$ cat config.mk
export PLATFORM = sky130hd
export DESIGN_NAME = z80_paged_rom_window
export DESIGN_NICKNAME = d
export VERILOG_FILES = /design/src/rtl/zpw_pkg.sv /design/src/rtl/zpw_page_reg.sv /design/src/rtl/zpw_window_dec.sv /design/src/rtl/zpw_read_path.sv /design/src/rtl/z80_paged_rom_window.sv
export SDC_FILE = /design/constraint.sdc
export NUM_CORES = 1
export LEC_CHECK = 0
export BUFFER_PORTS_ARGS = -buffer_cell sky130_fd_sc_hd__buf_2
export CAP_MARGIN = 20
export CORE_UTILIZATION = 29
export CTS_CLUSTER_DIAMETER = 100
export DETAILED_ROUTE_END_ITERATION = 12
export PLACE_DENSITY_LB_ADDON = 0.15
export SLEW_MARGIN = 20
export SYNTH_ARGS = -nofsm -noshare
export SYNTH_HDL_FRONTEND = slang
export SYNTH_SLANG_ARGS = --single-unit
$ cat constraint.sdc
create_clock -name clk -period 1.5 [get_ports clk]
set_clock_uncertainty 0.05 [all_clocks]
set_input_delay 0.075 -clock clk [delete_from_list [all_inputs] [get_ports clk]]
set_output_delay 0.075 -clock clk [all_outputs]
set_load 0.005 [all_outputs]
$ cat src/rtl/zpw_pkg.sv
// Package: shared widths and page-port constants for the paged ROM window.
// Assumes a 16-bit Z80 address bus and an 8-bit data bus.
package zpw_pkg;
    localparam int ADDR_W      = 16;   // CPU address width
    localparam int DATA_W      = 8;    // CPU data width
    localparam int OFS_W       = 12;   // offset bits inside one page (4K)
    localparam int PAGE_BITS   = 2;    // page select bits (four pages)
    localparam int DBIT_STRIDE = 2;    // page bit g comes from data bit g*stride
    localparam logic [7:0] PAGE_PORT = 8'h07;

    // Data bit that feeds page bit idx.
    function automatic int page_dbit(input int idx);
        return idx * DBIT_STRIDE;
    endfunction
endpackage

$ cat src/rtl/zpw_page_reg.sv
// Page register: captures the page select from an I/O write to the page port.
// Assumes strobes are sampled on clk; a write is taken once, in the first
// cycle its strobe is seen, and the low address byte alone is decoded.
module zpw_page_reg
    import zpw_pkg::*;
#(
    parameter int DATA_W    = zpw_pkg::DATA_W,
    parameter int PAGE_BITS = zpw_pkg::PAGE_BITS,
    parameter logic [7:0] PORT = zpw_pkg::PAGE_PORT
) (
    input  logic                 clk,
    input  logic                 rst_n,
    input  logic                 iorq_n,
    input  logic                 wr_n,
    input  logic [7:0]           port_lo,
    input  logic [DATA_W-1:0]    wdata,
    output logic [PAGE_BITS-1:0] page
);
    logic                 strobe;
    logic                 strobe_q;
    logic                 take;
    logic [PAGE_BITS-1:0] sel;
    logic                 unused_wdata;

    // Decode an I/O write aimed at the page port.
    assign strobe = !iorq_n && !wr_n && (port_lo == PORT);
    assign take   = strobe && !strobe_q;
    assign unused_wdata = ^wdata;

    // Pick the data bits that carry the page select.
    for (genvar g = 0; g < PAGE_BITS; g++) begin : g_sel
        assign sel[g] = wdata[page_dbit(g)];
    end

    // Hold the page; load it on the first cycle of a port write.
    always_ff @(posedge clk) begin
        if (!rst_n) begin
            strobe_q <= 1'b0;
            page     <= '0;
        end else begin
            strobe_q <= strobe;
            if (take) begin
                page <= sel;
            end
        end
    end

    // reset leaves page 0 selected.
    assert_reset_page_R1: assert property (@(posedge clk)
        !rst_n |=> (page == '0));

    // the page only moves on the first cycle of a port write.
    assert_page_hold_R9: assert property (@(posedge clk) disable iff (!rst_n)
        !take |=> $stable(page));
endmodule

$ cat src/rtl/zpw_window_dec.sv
// Window decoder: flags a memory read that falls inside the top 4K window.
// Assumes the window is the highest page-sized region of the address space.
module zpw_window_dec
#(
    parameter int ADDR_W = zpw_pkg::ADDR_W,
    parameter int OFS_W  = zpw_pkg::OFS_W
) (
    input  logic              mreq_n,
    input  logic              rd_n,
    input  logic [ADDR_W-1:0] addr,
    output logic              win_read,
    output logic [OFS_W-1:0]  offset
);
    localparam int TAG_W = ADDR_W - OFS_W;
    localparam logic [TAG_W-1:0] WIN_TAG = '1;

    // Match a memory read against the window tag.
    always_comb begin
        win_read = !mreq_n && !rd_n && (addr[ADDR_W-1:OFS_W] == WIN_TAG);
        offset   = addr[OFS_W-1:0];
    end
endmodule

$ cat src/rtl/zpw_read_path.sv
// Read path: forms the ROM address, freezes the page for the length of one
// read, and returns the synchronous ROM byte with an output enable.
// Assumes MREQ rises between successive memory cycles, as on the Z80 bus.
module zpw_read_path
#(
    parameter int DATA_W    = zpw_pkg::DATA_W,
    parameter int OFS_W     = zpw_pkg::OFS_W,
    parameter int PAGE_BITS = zpw_pkg::PAGE_BITS
) (
    input  logic                       clk,
    input  logic                       rst_n,
    input  logic                       win_read,
    input  logic [OFS_W-1:0]           offset,
    input  logic [PAGE_BITS-1:0]       page,
    output logic [OFS_W+PAGE_BITS-1:0] rom_addr,
    output logic                       rom_en,
    input  logic [DATA_W-1:0]          rom_rdata,
    output logic [DATA_W-1:0]          cpu_dout,
    output logic                       cpu_doe
);
    localparam int ROM_AW = OFS_W + PAGE_BITS;

    logic                 read_q;
    logic                 start;
    logic [PAGE_BITS-1:0] held_page;
    logic [PAGE_BITS-1:0] cur_page;

    // Use the live page at the start of a read and the held one after.
    always_comb begin
        start    = win_read && !read_q;
        cur_page = start ? page : held_page;
        rom_addr = {cur_page, offset};
        rom_en   = win_read;
        cpu_dout = cpu_doe ? rom_rdata : '0;
    end

    // Track read cycles, latch their page, and time the output enable.
    always_ff @(posedge clk) begin
        if (!rst_n) begin
            read_q    <= 1'b0;
            held_page <= '0;
            cpu_doe   <= 1'b0;
        end else begin
            read_q  <= win_read;
            cpu_doe <= win_read;
            if (start) begin
                held_page <= page;
            end
        end
    end

    // the page part of the ROM address cannot move inside one read.
    assert_page_frozen_R8: assert property (@(posedge clk) disable iff (!rst_n)
        (win_read && read_q) |-> (rom_addr[ROM_AW-1:OFS_W] == $past(rom_addr[ROM_AW-1:OFS_W])));
endmodule

$ cat src/rtl/z80_paged_rom_window.sv
// Top: maps four 4K pages of an external 16K synchronous ROM into the
// F000H-FFFFH window of a Z80, with the page chosen by an I/O port write.
// Assumes all CPU strobes are synchronous to clk (sampled bus).
module z80_paged_rom_window
#(
    parameter int ADDR_W    = zpw_pkg::ADDR_W,
    parameter int DATA_W    = zpw_pkg::DATA_W,
    parameter int OFS_W     = zpw_pkg::OFS_W,
    parameter int PAGE_BITS = zpw_pkg::PAGE_BITS,
    parameter logic [7:0] PORT = zpw_pkg::PAGE_PORT
) (
    input  logic                       clk,
    input  logic                       rst_n,
    input  logic [ADDR_W-1:0]          cpu_addr,
    input  logic [DATA_W-1:0]          cpu_din,
    input  logic                       cpu_mreq_n,
    input  logic                       cpu_iorq_n,
    input  logic                       cpu_rd_n,
    input  logic                       cpu_wr_n,
    output logic [DATA_W-1:0]          cpu_dout,
    output logic                       cpu_doe,
    output logic [OFS_W+PAGE_BITS-1:0] rom_addr,
    output logic                       rom_en,
    input  logic [DATA_W-1:0]          rom_rdata
);
    logic                 win_read;
    logic [OFS_W-1:0]     offset;
    logic [PAGE_BITS-1:0] page;

    zpw_page_reg #(
        .DATA_W(DATA_W), .PAGE_BITS(PAGE_BITS), .PORT(PORT)
    ) i_page_reg (
        .clk(clk), .rst_n(rst_n),
        .iorq_n(cpu_iorq_n), .wr_n(cpu_wr_n),
        .port_lo(cpu_addr[7:0]), .wdata(cpu_din),
        .page(page)
    );

    zpw_window_dec #(
        .ADDR_W(ADDR_W), .OFS_W(OFS_W)
    ) i_window_dec (
        .mreq_n(cpu_mreq_n), .rd_n(cpu_rd_n), .addr(cpu_addr),
        .win_read(win_read), .offset(offset)
    );

    zpw_read_path #(
        .DATA_W(DATA_W), .OFS_W(OFS_W), .PAGE_BITS(PAGE_BITS)
    ) i_read_path (
        .clk(clk), .rst_n(rst_n),
        .win_read(win_read), .offset(offset), .page(page),
        .rom_addr(rom_addr), .rom_en(rom_en), .rom_rdata(rom_rdata),
        .cpu_dout(cpu_dout), .cpu_doe(cpu_doe)
    );

    // any cycle that is not a window read gives no enable next cycle.
    assert_quiet_outside_R3: assert property (@(posedge clk) disable iff (!rst_n)
        (cpu_mreq_n || cpu_rd_n || (cpu_addr[ADDR_W-1:OFS_W] != '1)) |=> !cpu_doe);

    // a window read at the ports raises the enable one cycle later.
    assert_doe_follows_R2: assert property (@(posedge clk) disable iff (!rst_n)
        (!cpu_mreq_n && !cpu_rd_n && (cpu_addr[ADDR_W-1:OFS_W] == '1)) |=> cpu_doe);
endmodule

Word level (Yosys, flattened, before mapping). Cells that the tools add are included.

Register bits after elaboration: 6. Output and inout port bits: 24.

Equal/unequal tests: 2. Muxes and demuxes: 2. Reduce and logical (&&, ||, !) cells: 12.

Operators by type and width (count): $eq 8x3->1 const B (1); $mux 8 (1); $logic_and 1x1->1 (6); $logic_not 1->1 (6); $eq 4x4->1 const B (1); $mux 2 (1).

Longest topological paths before layout. Gate-level depths: netlist (run 1).

Depth in word-level cells: 5. Gate-level depth with buffers: 3. Depth with buffers taken out: 3.

By module. From an unflattened synthesis (run 1), not the netlist that was laid out.

Cell total of the unflattened synthesis: 64. Area total of the unflattened synthesis: 566.8 um2.

Modules (own cells, without submodules): zpw_read_path (instances 1, cells each 35, area each 309.0 um2); zpw_page_reg (instances 1, cells each 15, area each 151.4 um2); zpw_window_dec (instances 1, cells each 14, area each 106.4 um2).

Least setup slack after synthesis (run 1). Ideal clock, no wire load.

Path kind: register to output. Start: reg i_read_path.cpu_doe (netlist name). End: out rom_addr[12]. Arrival: 1139 ps. Required time: 1375 ps. Slack: 236 ps. Cell stages (with the launch flop): 3. Path buffers: 0. Cells stage by stage: dfxtp_1 > nor4_4 > mux2_2.

RTL lines: end: declaration (RTL line z80_paged_rom_window.sv:22) `output logic [OFS_W+PAGE_BITS-1:0] rom_addr,`.

==> impl_summary.md, run 1 <==
Global routing
In the global route stage, met3 resource usage came out at 1.63%. The global route total overflow is 0. After global routing, the most crowded layer is met2. Global routing consumed, on the met2 layer, a little under a fifth of the routing resources.

The initial antenna violation count is 0. The number of global-route vias before repair is about 380. The global-route usage over all layers is between 10% and 20%. The first global-routing pass estimated between 1 and 1.5 mm of wire. Entering global routing, the biggest net connects 10 pins. Global routing consumed, on the met1 layer, between 10% and 20% of the routing resources.

Final layout
Fill cells in the final layout number roughly 150. Once layout is complete, the cells apart from fillers number around 110. The final non-filler cell area is between 600 and 700 sq um. The post-route netlist has 64.8% of its cells at a drive strength greater than 1. Relative to the synthesized area, the layout overhead comes to 56.3%. The number of diodes is 0.

The final layout contains around 130 nets.

STA
The number of failing setup endpoints in the final timing report is 0. The worst-margin pin slew is 0.280 ns. Headroom to the max-slew limit came out at just over 80%. The final hold violation count was 0.

Subtracting the final worst setup slack from the clock period gives approximately 1.5 ns. The final sum of negative setup slack is 0 ns. The top achievable clock speed is around 670 MHz. Setup repair after global routing could not meet its margin everywhere. The final worst-path cycle share is slightly below 100%. The total count of max-transition violations in the final report came to 0.

Placement
The number of placed cells counting well taps is approximately 100. Detailed placement finished with a half-perimeter wire length of approximately 800 um. At the end of routability-driven placement, the weighted congestion stood at between 0.5 and 0.6. Once placement finished, the instance area stood at between 600 and 700 sq um. The number of buffer cells added on primary ports is 47.

Route
The detailed router placed ~460 vias in this run. The number of nets with antenna violations after routing is 0. The total detailed-routing wirelength is about 1.0 mm.

In the final routed layout, each cell accounts on average for about 9.6 um. The initial DRC count is 2. For this run, design rule violations remaining after detail routing come to 0.

Before antenna repair, the detailed router went through 2 iterations. In the routed layout, each cell is associated on average with a via count of 4.35.

CTS
The number of buffers created by CTS is 3. The TritonCTS clock tree is done. In this run the number of H-tree levels came out at 1.

The later pin in the worst-skew pair is clocked with a latency of about 0.24 ns. CTS placed an instance of sky130_fd_sc_hd__clkbuf_4 at the clock tree root. The clock passes through at most 2 buffers. The clock net in this run drives a total of 6 sinks.

Clock-pin slew was measured on the worst setup and hold paths at 0.04 ns.

Critical path
The critical path is of the register to output port type. The arrival time at the worst endpoint is 1.36 ns. The data required time at the worst endpoint is between 1 and 1.5 ns.

The type of element capturing the critical path is an output port. The critical path startpoint category is a register. Along the worst path, the maximum fanout reaches 4.

Power
The clock network is responsible for 39.2% of the overall power. For this design the total switching power over the nets is around 84 uW. The power density of the placed cells is approximately 540 nW/um^2. IR analysis of the VDD net gives a maximum drop of between 0.3 and 0.4 mV. The internal power of the cells totals slightly below 300 uW. Per report_power, the sequential group accounts for a little over two fifths of the total. Of the total power, combinational logic draws ~18%. The net switching share of the total power is 22.3%. The analysis attributes to cell leakage a power of 0.000363 uW.

Synthesis
The number of nets produced by synthesis is 86. The sequential-to-total area share from yosys stat is between 20% and 30%. Synthesis produced 48 cells.

The post-synthesis instance area is around 440 sq um. Counting distinct cell types in the post-synthesis netlist gives 14. The Yosys step of the flow raised 0 warnings. The post-synthesis average cell area is roughly 9 sq um.

The register bit total from synthesis is 6.

Floorplan
Measured along the y axis, the die boundary spans 41.1 um. The area of the placeable core is ~1400 sq um. The initial utilization of the core area, before any placement, comes to ~33%. a little over 60 I/O pins were placed. The area enclosed by the die boundary is around 1700 sq um. Row generation in the floorplan step produced 13 rows. The die is about 41 um wide.

Outcome
The flow ran to the end, and the final reports show no timing, DRC or antenna violations.

Job
Max-cap violations in this run came to 0.

Min path
The worst hold path belongs to the class primary input to register.
==> layer usage <==
layer | routed length (um) | part of all wire [%]
met1 | 443 | 43
met2 | 477 | 47
met3 | 96 | 9.4
met4 | 5 | 0.49
met5 | 0 | 0
==> worst max-delay path, stage by stage, from the launching register on <==
cell and delay [ns]:
sky130_fd_sc_hd__dfxtp_2 0.32, sky130_fd_sc_hd__nor4_4 0.19, sky130_fd_sc_hd__buf_4 0.18, sky130_fd_sc_hd__mux2_4 0.31
sky130_fd_sc_hd__buf_6 0.12
==> worst paths after layout <==
kind | from | endpoint | slack, ns | cells past startpoint
max | i_read_path.cpu_doe | rom_addr[13] | 0.01 | 4
min | cpu_din[0] | i_page_reg.page[0] | 0.03 | 3
max reg2reg | i_read_path.cpu_doe | i_read_path.held_page[0] | 0.41 | 4
min reg2reg | i_read_path.held_page[1] | i_read_path.held_page[1] | 0.41 | 2
==> synthesized netlist by cell type <==
cell	number	area, sq um
sky130_fd_sc_hd__nor4_1	2	12.5
sky130_fd_sc_hd__nand2_1	6	22.5
sky130_fd_sc_hd__mux2_2	2	22.5
sky130_fd_sc_hd__or4_4	1	11.3
sky130_fd_sc_hd__nor3_1	1	5.00
sky130_fd_sc_hd__and2_1	8	50.1
sky130_fd_sc_hd__dfxtp_1	6	120
sky130_fd_sc_hd__mux2i_1	4	40.0
sky130_fd_sc_hd__nor4_4	2	42.5
sky130_fd_sc_hd__nand4_1	1	6.26
sky130_fd_sc_hd__buf_4	12	90.1
sky130_fd_sc_hd__nand2b_1	1	6.26
sky130_fd_sc_hd__nand4bb_1	1	11.3
sky130_fd_sc_hd__inv_1	1	3.75
==> layout by cell type, fill, tap and decap left out <==
cell | synthesis | routed
sky130_fd_sc_hd__mux2i_1 | 4 | 4
sky130_fd_sc_hd__nor3_1 | 1 | 1
sky130_fd_sc_hd__buf_6 | 0 | 2
sky130_fd_sc_hd__nor4_4 | 2 | 2
sky130_fd_sc_hd__nand4bb_1 | 1 | 1
sky130_fd_sc_hd__mux2_4 | 0 | 2
sky130_fd_sc_hd__clkbuf_4 | 0 | 3
sky130_fd_sc_hd__dlygate4sd3_1 | 0 | 2
sky130_fd_sc_hd__nor4_1 | 2 | 2
sky130_fd_sc_hd__dfxtp_1 | 6 | 5
sky130_fd_sc_hd__nand4_1 | 1 | 1
sky130_fd_sc_hd__buf_2 | 0 | 45
sky130_fd_sc_hd__or4_4 | 1 | 1
sky130_fd_sc_hd__nand2b_1 | 1 | 1
sky130_fd_sc_hd__dfxtp_2 | 0 | 1
sky130_fd_sc_hd__buf_4 | 12 | 3
sky130_fd_sc_hd__nand2_1 | 6 | 6
sky130_fd_sc_hd__inv_1 | 1 | 1
sky130_fd_sc_hd__and2_1 | 8 | 8
==> flip-flops by register name (all words and copies together) (netlist names) <==
register               flops
i_page_reg.page            2
i_read_path.cpu_doe        1
i_page_reg.strobe_q        1
i_read_path.held_page      2
==> cells by family after synthesis <==
group         after synthesis  synth area share, %
flops                       6                 27.0
buf+inv                    13                 21.1
mux                         6                 14.1
simple gates               23                 37.7
==> power groups by stage <==
stage	combinational, uW	clock (uW)	sequential (uW)
floorplan	37.0	0	163
global placement	63.8	0	163
detailed placement	64.7	0	163
CTS	68.0	159	160
global route	77.8	158	160
finish	67.6	147	160
==> through the flow <==
stage               worst slack (ns)  utilization [%]  total power [uW]  hold WS (ns)
finish                        0.0136             50.8               375        0.0268
global route                 -0.0484             50.8               396        0.0384
CTS                          0.00405             49.9               387        0.0159
detailed placement             0.134             45.1               228         0.100
global placement               0.136             45.1               227         0.100
floorplan                      0.236                -               200         0.102
==> final cells by class <==
cell class	count	area (sq um)	area share [%]
timing repair buffer	52	290	41.8
sequential	6	121	17.5
multi-input combinational	29	238	34.2
inverter	1	3.75	0.541
clock buffer	3	22.5	3.24
tap	15	18.8	2.70
==> repair_timing <==
action	CTS	global route
hold buffers	2	0
gates resized for setup	3	2
pin swaps	1	0
endpoints found under the setup margin	2	2
hold endpoints to repair	1	0
buffers inserted	2	0
(Power assumes the default switching activity.)
==> run 2, diff against run 1 <==
--- a/config.mk
+++ b/config.mk
@@ -7,9 +7,11 @@
 export LEC_CHECK = 0
 export BUFFER_PORTS_ARGS = -buffer_cell sky130_fd_sc_hd__buf_2
 export CAP_MARGIN = 20
+export CORE_MARGIN = 4
 export CORE_UTILIZATION = 29
 export CTS_CLUSTER_DIAMETER = 100
 export DETAILED_ROUTE_END_ITERATION = 12
+export MAX_ROUTING_LAYER = met4
 export PLACE_DENSITY_LB_ADDON = 0.15
 export SLEW_MARGIN = 20
 export SYNTH_ARGS = -nofsm -noshare
==> impl_summary.md, run 2 (synthesis gave the netlist of run 1 again) <==
Route
The initial DRC count is 0 (-2). The highest metal layer carrying signal wires in the routed design is met4. The detailed-routed wire length on met3 was 143 um (+49%). The total detailed-routing wirelength is 1.09 mm (+6.5%). The via density per instance is 4.40 (+1.2%). The length of routed wiring on met1 was 424 um (-4.3%). The detailed-route wire length per cell is 10.2 um (+5.5%). The DRC violation count after routing came to 0 (unchanged). The detailed-routing iteration count for the pre-antenna-repair pass was 1 (-1). The number of vias after detailed routing came to 471 (+2.2%). The wire length on met2 came to 517 um (+8.4%). The number of nets with antenna violations after routing was 0 (unchanged).

Critical path
The arrival time at the worst endpoint is 1.35 ns (about the same). The type of element capturing the critical path is an output port. The critical path ends at rom_addr[13]. The capture instance of the worst register-to-register path is i_read_path.held_page[1].

The worst flop-to-flop path startpoint is i_read_path.cpu_doe. The largest fanout of any net on the critical path is 3 (-1). The critical path startpoint category is a register. The data required time at the worst endpoint was 1.37 ns (about the same). The start-to-end type of the worst setup path is register to output port. The setup slack of the most critical reg-to-reg path came to 0.15 ns (-0.26 ns). The critical path launch point is i_read_path.cpu_doe. The cell depth of the worst flop-to-flop path is 6 (+2).

STA
The setup slack of the critical path after layout was 0.0238 ns (+0.0102 ns). The total count of max-transition violations in the final report is 0 (unchanged). The worst hold margin is 0.0140 ns (-0.0127 ns). The top achievable clock speed is 677 MHz (+0.69%). The headroom to the max-slew limit was 80.3% (-0.89 points).

The number of failing setup endpoints in the final timing report is 0 (unchanged). The final hold violation count is 0 (unchanged). The worst-margin pin slew is 0.293 ns (+0.0132 ns). The time the final worst path needs with I/O delays and setup was 1.48 ns (-0.0102 ns).

Setup repair after global routing could not meet its margin everywhere. The final worst-path cycle share is 98.4% (-0.68 points).

CTS
The clock transition at the registers of the reported paths is 0.04 ns (about the same). The total number of clock tree sinks is 6 (unchanged). The post-cts hold buffer count is 0 (-2). The H-tree level count is 1 (unchanged).

The clock latency reported for the late side of the worst-skew pair is 0.24 ns (about the same). The TritonCTS clock tree is done. The count of instances resized after the clock tree is built came to 0 (-3). The number of buffers created by CTS is 3 (unchanged). The library cell used as clock root buffer is sky130_fd_sc_hd__clkbuf_4. The maximum buffer depth of the clock tree is 2 (unchanged).

Global routing
The number of global-route vias before repair is 437 (+16%). The global route total overflow is 0 (unchanged). The initial antenna violation count is 0 (unchanged). The first-pass GRT wire length is 1.61 mm (+10%). The largest net degree at the start of global routing was 10 (unchanged). The global-route usage over all layers is 10.7% (-2.3 points).

Floorplan
The area of the placeable core is 1370 sq um (unchanged). The area enclosed by the die boundary is 2220 sq um (+31%). The initial core utilization is 32.5% (unchanged). The y dimension of the die is 47.1 um (+15%). The number of core rows came to 13 (unchanged). The total I/O pin count came to 62 (unchanged). The horizontal die dimension is 47.1 um (+15%).

Final layout
The fraction of layout instances using a drive strength above 1 is 66.3% (+1.5 points). Leaving out fill and tap cells, the most frequent cell in the layout is sky130_fd_sc_hd__buf_2. The library cells used most frequently in the layout, excluding fill and tap cells, are sky130_fd_sc_hd__buf_2, sky130_fd_sc_hd__and2_1, sky130_fd_sc_hd__nand2_1, sky130_fd_sc_hd__dfxtp_1, sky130_fd_sc_hd__buf_4.

The final non-filler cell area came to 676 sq um (-2.7%). The final net count was 132 (+0.76%). The layout filler cell count is 155 (+5.4%).

The largest registers in the layout are i_page_reg.page x2, i_read_path.held_page x2. The number of standard cells in the layout, taps in and fillers out is 107 (+0.94%). The final core utilization is 49.5% (-1.4 points).

From synthesis to final layout, the design area changed by 52.1%. The number of diodes is 0 (unchanged).

Power
The cell-internal power is 290 uW (-0.36%). The power density of the placed cells came to 554 nW/um^2 (+2.6%). The relative contribution of sequential cells to total power is 42.9% (about the same). The largest voltage drop on the vdd net is 0.426 mV (+42%). The net switching power of the design is 83.9 uW (+0.29%). The net switching share of the total power was 22.4% (+0.11 points). The share of total power in the clock network was 39.4% (+0.2 points).

The fraction of power consumed by combinational cells is 17.8% (-0.2 points). The static leakage is 0.000364 uW (+0.46%).

Placement
The worst setup slack before clock tree synthesis is 0.129 ns (-0.00517 ns). The routability-driven placement congestion ratio was 0.627 (+4.8%). The placement-stage cell area came to 616 sq um (unchanged). The number of buffer cells added on primary ports came to 47 (unchanged). The number of placed cells counting well taps is 99 (unchanged).

Min path
The path type of the worst min-delay path is primary input to register.

Outcome
The flow ran to the end, and the final reports show no timing, DRC or antenna violations.

Job
The max-cap check violation count is 0 (unchanged).
## run 2: power by group through the flow
stage | Clock [uW] | Sequential [uW] | Combinational [uW]
2_1_floorplan | 0 | 163 | 37.0
3_3_place_gp | 0 | 163 | 64.3
3_5_place_dp | 0 | 163 | 65.3
4_1_cts | 156 | 160 | 67.0
5_1_grt | 163 | 160 | 74.6
6_report | 147 | 160 | 66.4
## run 2: stage by stage
stage	power (uW)	TNS, ns
after floorplan	200	0
after global placement	228	0
after detailed placement	229	0
after CTS	383	0
after global routing	397	-0.0752
final	374	0
## run 2: final cells by class
class                      instances  area (sq um)  area share, %
timing repair buffer              53           280           41.5
sequential                         6           120           17.8
tap                               15          18.8           2.78
inverter                           1          3.75          0.556
clock buffer                       3          22.5           3.33
multi-input combinational         29           230           34.1
## run 2: worst min-delay path by stage
stage	cells after the start	endpoint	start
6_report	2	i_read_path.cpu_doe	cpu_mreq_n
5_1_grt	2	i_read_path.cpu_doe	cpu_rd_n
2_1_floorplan	1	i_read_path.cpu_doe	cpu_rd_n
4_1_cts	2	i_read_path.cpu_doe	cpu_mreq_n
3_3_place_gp	0	rom_addr[11]	cpu_addr[11]
3_5_place_dp	0	rom_addr[11]	cpu_addr[11]
## run 2: worst max-delay path, cell delays in order (launching register included)
cell and delay [ns]:
sky130_fd_sc_hd__dfxtp_1 0.32, sky130_fd_sc_hd__nor4_4 0.29, sky130_fd_sc_hd__mux2_2 0.37, sky130_fd_sc_hd__buf_2 0.12
## run 2: what timing repair did
item	in CTS	in global routing
endpoints found under the setup margin	2	2
buffers inserted	4	1
pin swaps	1	0
hold endpoints to repair	0	0
## run 2: metal layers
| layer | track usage (%) | up-vias |
|---|---|---|
| li1 | - | 244 |
| met1 | 11.5 | 202 |
| met2 | 17.6 | 23 |
| met3 | 3.45 | 2 |
| met4 | 5.52 | 0 |
| met5 | - | - |
==> run 3, diff against run 2 <==
--- a/config.mk
+++ b/config.mk
@@ -12,7 +12,8 @@
 export CTS_CLUSTER_DIAMETER = 100
 export DETAILED_ROUTE_END_ITERATION = 12
 export MAX_ROUTING_LAYER = met4
-export PLACE_DENSITY_LB_ADDON = 0.15
+export PLACE_DENSITY = 0.89
+export SETUP_SLACK_MARGIN = 0.02
 export SLEW_MARGIN = 20
 export SYNTH_ARGS = -nofsm -noshare
 export SYNTH_HDL_FRONTEND = slang
==> impl_summary.md, run 3 (synthesis gave the netlist of run 1 again) <==
Outcome
The run finished with clean final reports.

Critical path
The start-to-end type of the worst setup path is register to output port. The largest fanout of any net on the critical path is 3 (unchanged). The arrival time at the worst endpoint is 1.37 ns (+0.02 ns).

The delay of the slowest cell on the worst path was 0.35 ns (-0.02 ns). The sum of buffers and inverters on the critical path came to 1 (unchanged). The largest individual stage delay along the critical path comes from the cell sky130_fd_sc_hd__dfxtp_4. In this design, the largest share of critical-path delay is due to flip-flops.

The data required time at the worst endpoint came to 1.37 ns (about the same). The worst setup path is captured at an output port. The critical path startpoint category is a register. The critical path goes through nor4_4 > mux2_4 > buf_6.

Floorplan
The y dimension of the die is 47.1 um (unchanged). The area enclosed by the die boundary is 2220 sq um (unchanged). The total I/O pin count was 62 (unchanged). The number of core rows is 13 (unchanged). The horizontal die dimension is 47.1 um (unchanged).

The area of the placeable core was 1370 sq um (unchanged). The initial core utilization is 32.5% (unchanged).

STA
The total count of max-transition violations in the final report was 0 (unchanged). The headroom to the max-slew limit is 77.1% (-3.2 points). The final hold violation count was 0 (unchanged). The number of failing setup endpoints in the final timing report came to 0 (unchanged). The top achievable clock speed is 669 MHz (-1.2%). The final worst-path cycle share is 99.6% (+1.2 points). The worst-margin pin slew is 0.340 ns (+0.0476 ns). The time the final worst path needs with I/O delays and setup is 1.49 ns (+0.0182 ns). Setup repair after global routing could not meet its margin everywhere.

The worst hold margin came to 0.0104 ns (-0.00364 ns).

Route
The detailed-route wire length per cell was 11.8 um (+16%). The number of nets with antenna violations after routing came to 0 (unchanged). The detailed-routed wire length on met3 is 128 um (-10%). The length of routed wiring on met1 is 426 um (+0.47%).

The initial DRC count came to 3 (+3). The detailed-routing iteration count for the pre-antenna-repair pass came to 2 (+1). The DRC violation count after routing is 0 (unchanged). The highest layer used for signal routing is met4. The wire length on met2 was 651 um (+26%). The total detailed-routing wirelength is 1.22 mm (+12%).

The via density per instance is 4.49 (+1.9%). The number of vias after detailed routing is 462 (-1.9%).

CTS
The clock transition at the registers of the reported paths is 0.04 ns (about the same). The clock latency reported for the late side of the worst-skew pair is 0.24 ns (about the same). The total number of clock tree sinks is 6 (unchanged).

The maximum buffer depth of the clock tree is 2 (unchanged). The post-cts hold buffer count is 0 (unchanged). TritonCTS built the clock tree. The number of buffers created by CTS is 3 (unchanged). The library cell used as clock root buffer is sky130_fd_sc_hd__clkbuf_4. The H-tree level count is 1 (unchanged).

Global routing
The global route total overflow is 0 (unchanged). The global-route usage over all layers is 13.4% (+2.6 points). The first-pass GRT wire length is 1.99 mm (+24%).

The number of global-route vias before repair was 488 (+12%). The initial antenna violation count was 0 (unchanged). The largest net degree at the start of global routing came to 10 (unchanged).

Final layout
The fraction of layout instances using a drive strength above 1 is 65.9% (-0.40 points). The library cell used most frequently in the layout, excluding fill and tap cells, is sky130_fd_sc_hd__buf_2. The number of diodes is 0 (unchanged). The final core utilization was 49.0% (-0.46 points). The final net count is 128 (-3.0%).

In the layout the commonest cells are sky130_fd_sc_hd__buf_2, sky130_fd_sc_hd__and2_1, sky130_fd_sc_hd__nand2_1. Relative to the synthesized area, the layout overhead comes to 50.7%. The largest registers in the layout are i_page_reg.page x2, i_read_path.held_page x2.

Min path
The path type of the worst min-delay path is primary input to register.

Power
The static leakage was 0.000346 uW (-4.9%). The power density of the placed cells is 551 nW/um^2 (-0.40%). The largest voltage drop on the vdd net is 0.520 mV (+22%).

Placement
The half-perimeter wire length after detailed placement is about 1.1 mm. The number of buffer cells added on primary ports is 47 (unchanged). The routability-driven placement congestion ratio was 0.718 (+14%).

Job
The max-cap check violation count came to 0 (unchanged).
[run 3: cell types whose count changed in the layout (fill, tap and decap cells not counted)]
cell	change
sky130_fd_sc_hd__buf_2	-2
sky130_fd_sc_hd__buf_4	-4
sky130_fd_sc_hd__buf_6	+2
sky130_fd_sc_hd__dfxtp_1	-1
sky130_fd_sc_hd__dfxtp_4	+1
sky130_fd_sc_hd__mux2_2	-2
sky130_fd_sc_hd__mux2_4	+2
[run 3: through the flow]
stage	cell area, sq um	worst slack, ns	cells	power [uW]	setup TNS, ns
after CTS	669	-0.0149	103	380	-0.0262
after floorplan	444	0.236	48	200	0
after global placement	616	0.141	99	228	0
final	669	0.00554	103	369	0
after detailed placement	616	0.118	99	230	0
after global routing	669	-0.0389	103	397	-0.0744
[run 3: power breakdown]
part / total, uW / internal, uW / switching, uW
Sequential: 159 / 159 / 0.206
Combinational: 66.2 / 38.4 / 27.7
Clock: 144 / 90.2 / 53.9
[run 3: cell type report]
class	instances	area (sq um)
Timing Repair Buffer	49	263
Fill cell	139	697
Tap cell	15	18.8
Inverter	1	3.75
Multi-Input combinational cell	29	238
Sequential cell	6	124
Clock buffer	3	22.5
[run 3: path summary, 6_finish.rpt]
path,from,to,slack [ns],cells past startpoint
worst max-delay path,i_read_path.cpu_doe,rom_addr[12],0.006,3
worst min-delay path,cpu_mreq_n,i_read_path.cpu_doe,0.01,2
worst max register to register,i_read_path.cpu_doe,i_read_path.held_page[1],0.35,3
worst min register to register,i_read_path.held_page[1],i_read_path.held_page[1],0.40,2
[run 3: timing repair]
item	CTS	global route
endpoints found under the hold margin	0	0
setup buffers	1	0
resized for setup	6	0
gates cloned	0	0
setup endpoints to repair	2	2
pin swaps	1	0
[run 3: routing by layer]
layer	up-vias	GRT usage [%]
li1	234	-
met1	205	13.0
met2	19	21.4
met3	4	6.90
met4	0	7.18
met5	-	-
[run 3: worst reg2reg max path, cell delays in order (launching register included)]
cell and delay, ns:
sky130_fd_sc_hd__dfxtp_4 0.35, sky130_fd_sc_hd__nor4_4 0.32, sky130_fd_sc_hd__buf_4 0.19, sky130_fd_sc_hd__mux2i_1 0.16
